**src/rtl/pg_pkg.sv**
```systemverilog
package pg_pkg;
    // Kind of transition that (re)starts masking
    typedef enum logic [1:0] {
        TRIG_NONE  = 2'd0,
        TRIG_REF   = 2'd1,
        TRIG_SLEEP = 2'd2,
        TRIG_FAST  = 2'd3
    } trig_kind_e;
endpackage

```
**src/rtl/pg_window.sv**
```systemverilog
module pg_window #(
    parameter int VW        = 12,
    parameter int BELOW_MV  = 300,
    parameter int ABOVE_MV  = 200,
    parameter int LOWREF_MV = 300,
    parameter int DROOP_MV  = 200
) (
    input  logic [VW-1:0] vout,
    input  logic [VW-1:0] vref,
    output logic          in_win,
    output logic          droop
);
    localparam logic [VW:0] MAXV   = {1'b0, {VW{1'b1}}};
    localparam logic [VW:0] BELOW  = (VW+1)'(BELOW_MV);
    localparam logic [VW:0] ABOVE  = (VW+1)'(ABOVE_MV);
    localparam logic [VW:0] LOWREF = (VW+1)'(LOWREF_MV);
    localparam logic [VW:0] DROOP  = (VW+1)'(DROOP_MV);

    logic [VW:0] out_w, ref_w, hi_sum, hi_bound, lo_bound, dr_bound;
    logic        lo_skip, lo_ok, hi_ok;

    always_comb begin
        out_w    = {1'b0, vout};
        ref_w    = {1'b0, vref};
        hi_sum   = ref_w + ABOVE;
        hi_bound = (hi_sum > MAXV) ? MAXV : hi_sum;
        lo_bound = (ref_w >= BELOW) ? (ref_w - BELOW) : '0;
        dr_bound = (ref_w >= DROOP) ? (ref_w - DROOP) : '0;
        lo_skip  = (ref_w < LOWREF);
        lo_ok    = lo_skip || (out_w >= lo_bound);
        hi_ok    = (out_w <= hi_bound);
        in_win   = lo_ok && hi_ok;
        droop    = (ref_w > DROOP) && (out_w < dr_bound);
    end
endmodule

```
**src/rtl/pg_mask_timer.sv**
```systemverilog
module pg_mask_timer #(
    parameter int CNT_MAX = 10000
) (
    input  logic clk,
    input  logic rst_n,
    input  logic trig,
    output logic running
);
    localparam int CW = $clog2(CNT_MAX + 1);
    localparam logic [CW-1:0] LOAD = CW'(CNT_MAX);

    typedef struct packed {
        logic [CW-1:0] cnt;
    } tmr_t;

    tmr_t st_d, st_q;

    always_comb begin
        st_d = st_q;
        if (trig)
            st_d.cnt = LOAD;
        else if (st_q.cnt != '0)
            st_d.cnt = st_q.cnt - 1'b1;
    end

    always_ff @(posedge clk or negedge rst_n) begin
        if (!rst_n) st_q <= '0;
        else        st_q <= st_d;
    end

    assign running = (st_q.cnt != '0);

    AST_TIMER_RELOAD: assert property (@(posedge clk) disable iff (!rst_n)
        trig |=> st_q.cnt == LOAD);
    AST_TIMER_DECAY: assert property (@(posedge clk) disable iff (!rst_n)
        (running && !trig) |=> st_q.cnt == $past(st_q.cnt) - 1'b1);
endmodule

```
**src/rtl/pgood_monitor.sv**
```systemverilog
module pgood_monitor #(
    parameter int VW      = 12,
    parameter int CLK_KHZ = 100000,
    parameter int MASK_US = 100
) (
    input  logic          clk,
    input  logic          rst_n,
    input  logic [VW-1:0] vout_mv,
    input  logic [VW-1:0] vref_mv,
    input  logic          ref_chg,
    input  logic          slp_enter,
    input  logic          slp_exit_slow,
    input  logic          slp_exit_fast,
    output logic          pgood,
    output logic          mask_busy
);
    import pg_pkg::*;

    localparam int MASK_CYC = (CLK_KHZ * MASK_US) / 1000;

    typedef struct packed {
        logic slp_mode;
        logic ext;
        logic good;
    } mon_t;

    mon_t       st_d, st_q;
    trig_kind_e kind;
    logic       trig, in_win, droop, tmr_run, masked_now;

    pg_window #(.VW(VW)) u_win (
        .vout   (vout_mv),
        .vref   (vref_mv),
        .in_win (in_win),
        .droop  (droop)
    );

    pg_mask_timer #(.CNT_MAX(MASK_CYC)) u_tmr (
        .clk     (clk),
        .rst_n   (rst_n),
        .trig    (trig),
        .running (tmr_run)
    );

    // Sleep-type triggers take priority so a coincident pulse enables stretching
    always_comb begin
        if (slp_enter || slp_exit_slow) kind = TRIG_SLEEP;
        else if (slp_exit_fast)         kind = TRIG_FAST;
        else if (ref_chg)               kind = TRIG_REF;
        else                            kind = TRIG_NONE;
    end

    assign trig       = (kind != TRIG_NONE);
    assign mask_busy  = tmr_run || st_q.ext;
    assign masked_now = trig || mask_busy;

    always_comb begin
        st_d = st_q;
        case (kind)
            TRIG_SLEEP:           st_d.slp_mode = 1'b1;
            TRIG_FAST, TRIG_REF:  st_d.slp_mode = 1'b0;
            default:              st_d.slp_mode = st_q.slp_mode;
        endcase
        if (tmr_run && st_q.slp_mode && droop)
            st_d.ext = 1'b1;
        else if (!tmr_run && st_q.ext && in_win)
            st_d.ext = 1'b0;
        st_d.good = masked_now ? st_q.good : in_win;
    end

    always_ff @(posedge clk or negedge rst_n) begin
        if (!rst_n) st_q <= '0;
        else        st_q <= st_d;
    end

    assign pgood = st_q.good;

    AST_MASK_HOLD: assert property (@(posedge clk) disable iff (!rst_n)
        masked_now |=> $stable(pgood));
    AST_TRACK_WINDOW: assert property (@(posedge clk) disable iff (!rst_n)
        !masked_now |=> pgood == $past(in_win));
    AST_TRIG_MASKS: assert property (@(posedge clk) disable iff (!rst_n)
        trig |=> mask_busy);
    AST_EXT_STAYS: assert property (@(posedge clk) disable iff (!rst_n)
        (st_q.ext && !in_win) |=> mask_busy);
    AST_NO_FAST_EXT: assert property (@(posedge clk) disable iff (!rst_n)
        (!st_q.ext && !st_q.slp_mode && !trig) |=> !st_q.ext);
endmodule

```
**config.mk**
```make
export PLATFORM = sky130hd
export DESIGN_NAME = pgood_monitor
export DESIGN_NICKNAME = d
export VERILOG_FILES = /design/src/rtl/pg_pkg.sv /design/src/rtl/pg_window.sv /design/src/rtl/pg_mask_timer.sv /design/src/rtl/pgood_monitor.sv
export SDC_FILE = /design/constraint.sdc
export NUM_CORES = 1
export LEC_CHECK = 0
export ABC_AREA = 1
export ABC_CLOCK_PERIOD_IN_PS = 2400
export BUFFER_PORTS_ARGS = -buffer_cell sky130_fd_sc_hd__buf_2
export CAP_MARGIN = 20
export CORE_MARGIN = 2
export CORE_UTILIZATION = 25
export DETAILED_ROUTE_END_ITERATION = 16
export HOLD_SLACK_MARGIN = 0.12
export SKIP_CTS_REPAIR_TIMING = 1
export SLEW_MARGIN = 10
export SYNTH_ARGS = -nofsm -noshare
export SYNTH_HDL_FRONTEND = slang
export SYNTH_SLANG_ARGS = --single-unit
```
**constraint.sdc**
```tcl
create_clock -name clk -period 2.4 [get_ports clk]
set_input_delay 0.24 -clock clk [delete_from_list [all_inputs] [get_ports clk]]
set_output_delay 0.24 -clock clk [all_outputs]
set_load 0.01 [all_outputs]
```
======== Word-level counts from Yosys, hierarchy flattened ========
Cells that the tools add are included.
storage, ports and cells
  bits in registers ....................... 17
  input bits .............................. 30
  output and inout port bits .............. 2
  logic and storage cells ................. 47
operators by class
  add/sub/neg operators ................... 4
  magnitude comparators ................... 8
  equality and inequality tests ........... 3
  mux-type cells .......................... 11
  reductions and logical operators ........ 17
operator list
  cell                     count
  $mux W13                 3
  $mux W14                 2
  $reduce_bool A14 Y1      1
  $sub A14 B1 Y14 const B  1
  $add A12 B8 Y13 const B  1
  $ge A12 B13 Y1           1
  $gt A13 B12 Y1 const B   1
  $le A12 B13 Y1           1
  $lt A12 B13 Y1           1
  $sub A12 B8 Y13 const B  1
  $sub A12 B9 Y13 const B  1
  $ge A12 B8 Y1 const B    1
  $ge A12 B9 Y1 const B    1
  $gt A12 B8 Y1 const B    1
  $lt A12 B9 Y1 const B    1
  $reduce_bool A2 Y1       4
  $logic_and A1 B1 Y1      6
  $eq A2 B2 Y1 const B     2
  $logic_or A1 B1 Y1       4
  $mux W2                  2
  $mux W1                  3
  $eq A2 B1 Y1 const B     1
  $pmux W1 S2              1
  $reduce_or A2 Y1         1
  $logic_not A1 Y1         1

======== Logic depth before layout (Yosys ltp) ========
  depth after elaboration ................. 8
  depth in mapped cells ................... 25
  mapped depth without buffers ............ 25

======== Cells and area by module ========
From an unflattened synthesis, not the netlist that was laid out.
second synthesis, totals
  cells, all modules ...................... 410
  area total of the unflattened synthesis .. 2732.6 sq um
by module, submodules not included
  module         instances  cells an instance  area an instance (sq um)  seq. area each (sq um)
  pg_window      1          272                1721.7                    0.0
  pg_mask_timer  1          120                860.8                     350.3
  pgood_monitor  1          18                 150.1                     75.1

======== Least setup slack after synthesis ========
Ideal clock, no wire load.
  kind .................................... input to register
  start point ............................. in vref_mv[4]
  end point ............................... reg st_q[1] (netlist bit)
  library setup time ...................... 116 ps
  arrival time ............................ 2314 ps
  data required time ...................... 2284 ps
  setup slack ............................. -30 ps
  stages .................................. 24
  path buffers ............................ 0
  cells stage by stage .................... inv_1 ha_1 nand2_1 nor2_1 o21ai_2 nand2_1 a21oi_2 or2_2 ha_1 nand2_1 nor2_1 nand2_1 nand3_1 nand2_1 nand2_1 nand2_1 nand2_1 nand2_1 nand2_1 nand2_1 nand2_1 nand3_1 nand2_1 nand2_1
on the way
  cells in the longest elaborated chain, start to end .. 7
  elaborated cells on any way between the ends .. 21
  those cells by class .................... 3 x add/sub; 8 x order compare; 4 x mux; 6 x reduce/logical
ends and longest elaborated chain
  what                                                  RTL line                          source
  from (decl)                                           pgood_monitor.sv:9                input logic [VW-1:0] vref_mv,
  $add A12 B8 Y13, or another cell as far along         pg_window.sv:25                   hi_sum = ref_w + ABOVE;
  $gt A13 B12 Y1 or $mux W13 (tied branches)            pg_window.sv:26, pg_window.sv:27
  $mux W13 or $ge A12 B13 Y1 (tied branches)            pg_window.sv:26, pg_window.sv:30
  $le A12 B13 Y1 or $logic_or A1 B1 Y1 (tied branches)  pg_window.sv:31, pg_window.sv:30
  $logic_and A1 B1 Y1                                   pg_window.sv:32                   in_win = lo_ok && hi_ok;
  $logic_and A1 B1 Y1                                   pgood_monitor.sv:66               else if (!tmr_run && st_q.ext && in_win)
  $reduce_bool A2 Y1 (no line)                          --
  to (signal assigned)                                  pgood_monitor.sv:73               else st_q <= st_d;
  to (decl)                                             pgood_monitor.sv:27               mon_t st_d, st_q;
Parallel ways exist; a longest one is shown, timed or not.
A chain may end at the register's enable or synchronous reset.

======== Final worst setup path ========
  start point ............................. in vref_mv[3]
  end point ............................... reg st_q[1] (netlist bit)
The elaborated chain is that of the path after synthesis.

==> out/qor.yml <==
status: "finished with violations"
violations: "setup timing"
port-buffer-count: 31
critPathBufInv: 1
rsz0062_at_grt: "true"
initial_utilization_pct: 25.9
final.period_utilization_pct: 101
postRouteWirelength_mm: 7.18
min_from: "slp_enter"
cts_tree: "done"
vdd_ir_drop_max_v: 0.000158
cp_slowest_cell: "ha_1"
preCtsSetupSlack_ns: -0.323
maxSlewHeadroom_pct: 72.2
fin_cells: 610
drive_above_1_share_pct: 27.3
ys_warn_count: 0
clockRootBuffer: "clkbuf_8"
async_reset_ff_share_pct: 100
gp_congestion: 0.906
grt_pass1_wl_mm: 12.2
clock-sinks: 17
numCtsBuffers: 3
htree_num_levels: 1
synthToLayoutAreaGrowth_pct: 34.5
worst_ep_arrival_time_ns: 2.56
grt-ovfl-total: 0
fin_skew_ns: 0.00485
ys_types: 36
setup_ws_ns: -0.0177
rows: 36
hold_depth: 3
reg2reg_slack_ns: 0.57
layout_common_cells: "nand2_1 (86), nor2_1 (51), inv_1 (51), buf_4 (51), ha_1 (40)"
avgRoutedWirePerCell_um: 11.8
grt_start_max_net_pins: 18
dp_cells: 601
leakage_nw: 1.80
finalInstanceArea_sq_um: 3420
holdPathEnd: "st_q[2]"
syn-cell-area_sq_um: 2540
drc: 0
critPathLaunchType: "input pin"
holdWs_ns: 0.198
synthesis.nets: 465
ios: 32
period_needed_ns: 2.42
clockBufferDepth: 2
reg2reg_to: "u_tmr.st_q[10]"
num_vias: 2726
max_freq_mhz: 414
synth.ff_latch_count: 17
worstPathCellList: "buf_12, ha_4, nand2_4, nand2_2, nand2_1, nand4_1, a211oi_2, nand4_1, nand2_2, nor2_2, ha_1, a21oi_2, o21a_1, o31ai_2, nand4_1, nand3_1, nand2_1, nand3_1, nand2_1, nand2_1"
dieWidth_um: 105
place_area_sq_um: 3210
power.density_nw_per_um2: 293
fill_cells: 1098
diodes: 0
cpPeakStageDelay_ns: 0.33
cp.depth: 20
dr.pass1.iters: 5
dieHeight_um: 105
synthesis.instances: 392
setup_viol: 1
ys.flop_type: "dfrtp_1"
startpoint: "vref_mv[3]"
worst-setup-path-type: "in -> reg"
clk_latency_ns: 0.25
hold_viol: 0
path_max_fanout: 6
final_common_cell: "nand2_1"
grt_usage_pct: 13.2
tns_ns: -0.0177
cp-end-kind: "flop"
worstPathRequired_ns: 2.55
crit_family: "simple AND/OR/NAND/NOR gates"
coreArea_sq_um: 9820
finalMaxSlewViolations: 0
worstReg2RegStart: "u_tmr.st_q[0]"
cts.clk_slew.worst_paths_ns: 0.07
die_area_sq_um: 11000
detail-route-antenna-nets: 0
grt_pass1_vias: 2729
finalNetCount: 551
cp_common_cell: "nand2_1"
antenna_found_initial: 0
cap_violations: 0
synth_area_per_cell_sq_um: 6.48
synth_edf_count: 0
hpwl_mm: 6.09
drt-initial-drc-count: 104
vias_per_cell: 4.47
hold_path.class: "in -> reg"
worstMarginPinSlew_ns: 0.416
rr_worst_depth: 12
seq_area_frac_synth_pct: 16.7
Yosys cell counts, types with 2 or more instances:
cell / n / area [sq um]
a211oi_1: 3 / 22.5
o21a_1: 2 / 15.0
nand3_1: 25 / 125
nand2_2: 4 / 25.0
o21ai_1: 4 / 20.0
inv_2: 3 / 11.3
o21ai_0: 14 / 70.1
ha_1: 43 / 538
inv_1: 53 / 199
nand4_1: 5 / 31.3
o31ai_1: 3 / 22.5
dfrtp_1: 17 / 425
nand2_4: 2 / 22.5
nand2_1: 91 / 342
nor3_4: 2 / 32.5
nor3_1: 7 / 35.0
o211ai_1: 2 / 15.0
nor2_1: 55 / 206
nor2_4: 3 / 33.8
or2_2: 5 / 31.3
xor2_1: 7 / 61.3
a21oi_1: 27 / 135
buf_2: 2 / 10.0
worst max path at each step:
stage,end
after floorplan,st_q[1]
after CTS,pgood
after global placement,pgood
after detailed placement,pgood
final,st_q[1]
after global routing,st_q[1]
report_power, final:
group | switching [mW] | internal, mW | leakage [nW] | total (mW)
registers | 0.00233 | 0.290 | 0.202 | 0.292
clock network | 0.0940 | 0.118 | 0.0228 | 0.212
logic | 0.274 | 0.224 | 1.58 | 0.498
total | 0.371 | 0.632 | 1.80 | 1.00
stage by stage:
stage / power (mW) / util (%)
global route: 1.10 / 34.8
floorplan: 0.571 / -
CTS: 0.975 / 33.1
finish: 1.00 / 34.8
global placement: 0.747 / 32.7
detailed placement: 0.759 / 32.7
flip-flops by register name, summed over array words and instances, names as in the netlist:
register / flops
st_q: 2
u_tmr.st_q: 14
pgood: 1
tightest hold or removal path, delay by kind of cell:
kind	cells	cell delay [ns]
simple gates	1	0.04
buf+inv	1	0.08
compound gates	1	0.06
kinds of logic (layout without fill, tap and decap cells):
family | Yosys count | count (layout) | share of synthesized area [%]
adders and majority gates | 43 | 43 | 21.2
buffers and inverters | 60 | 145 | 9.26
and+or+nand+nor | 204 | 204 | 36.6
DFF | 17 | 17 | 16.7
AOI/OAI and AO/OA | 61 | 61 | 13.8
xor gates and xnor gates | 7 | 7 | 2.41
final cells by class:
class	count	area [sq um]	share of cell area [%]
Multi-Input combinational cell	315	1960	57.4
Clock buffer	4	45.0	1.32
Tap cell	133	166	4.87
Sequential cell	17	425	12.4
Inverter	56	218	6.37
Timing Repair Buffer	85	601	17.6
routing by layer:
| layer | global-route usage [%] | wire length [um] | share of wire (%) | vias to the layer above |
|---|---|---|---|---|
| li1 | - | - | - | 1459 |
| met5 | 0 | 0 | 0 | - |
| met4 | 3.81 | 106 | 1.5 | 0 |
| met3 | 0.811 | 131 | 1.8 | 11 |
| met1 | 18.0 | 3480 | 48 | 1215 |
| met2 | 22.3 | 3470 | 48 | 41 |
(Power assumes the default switching activity.)
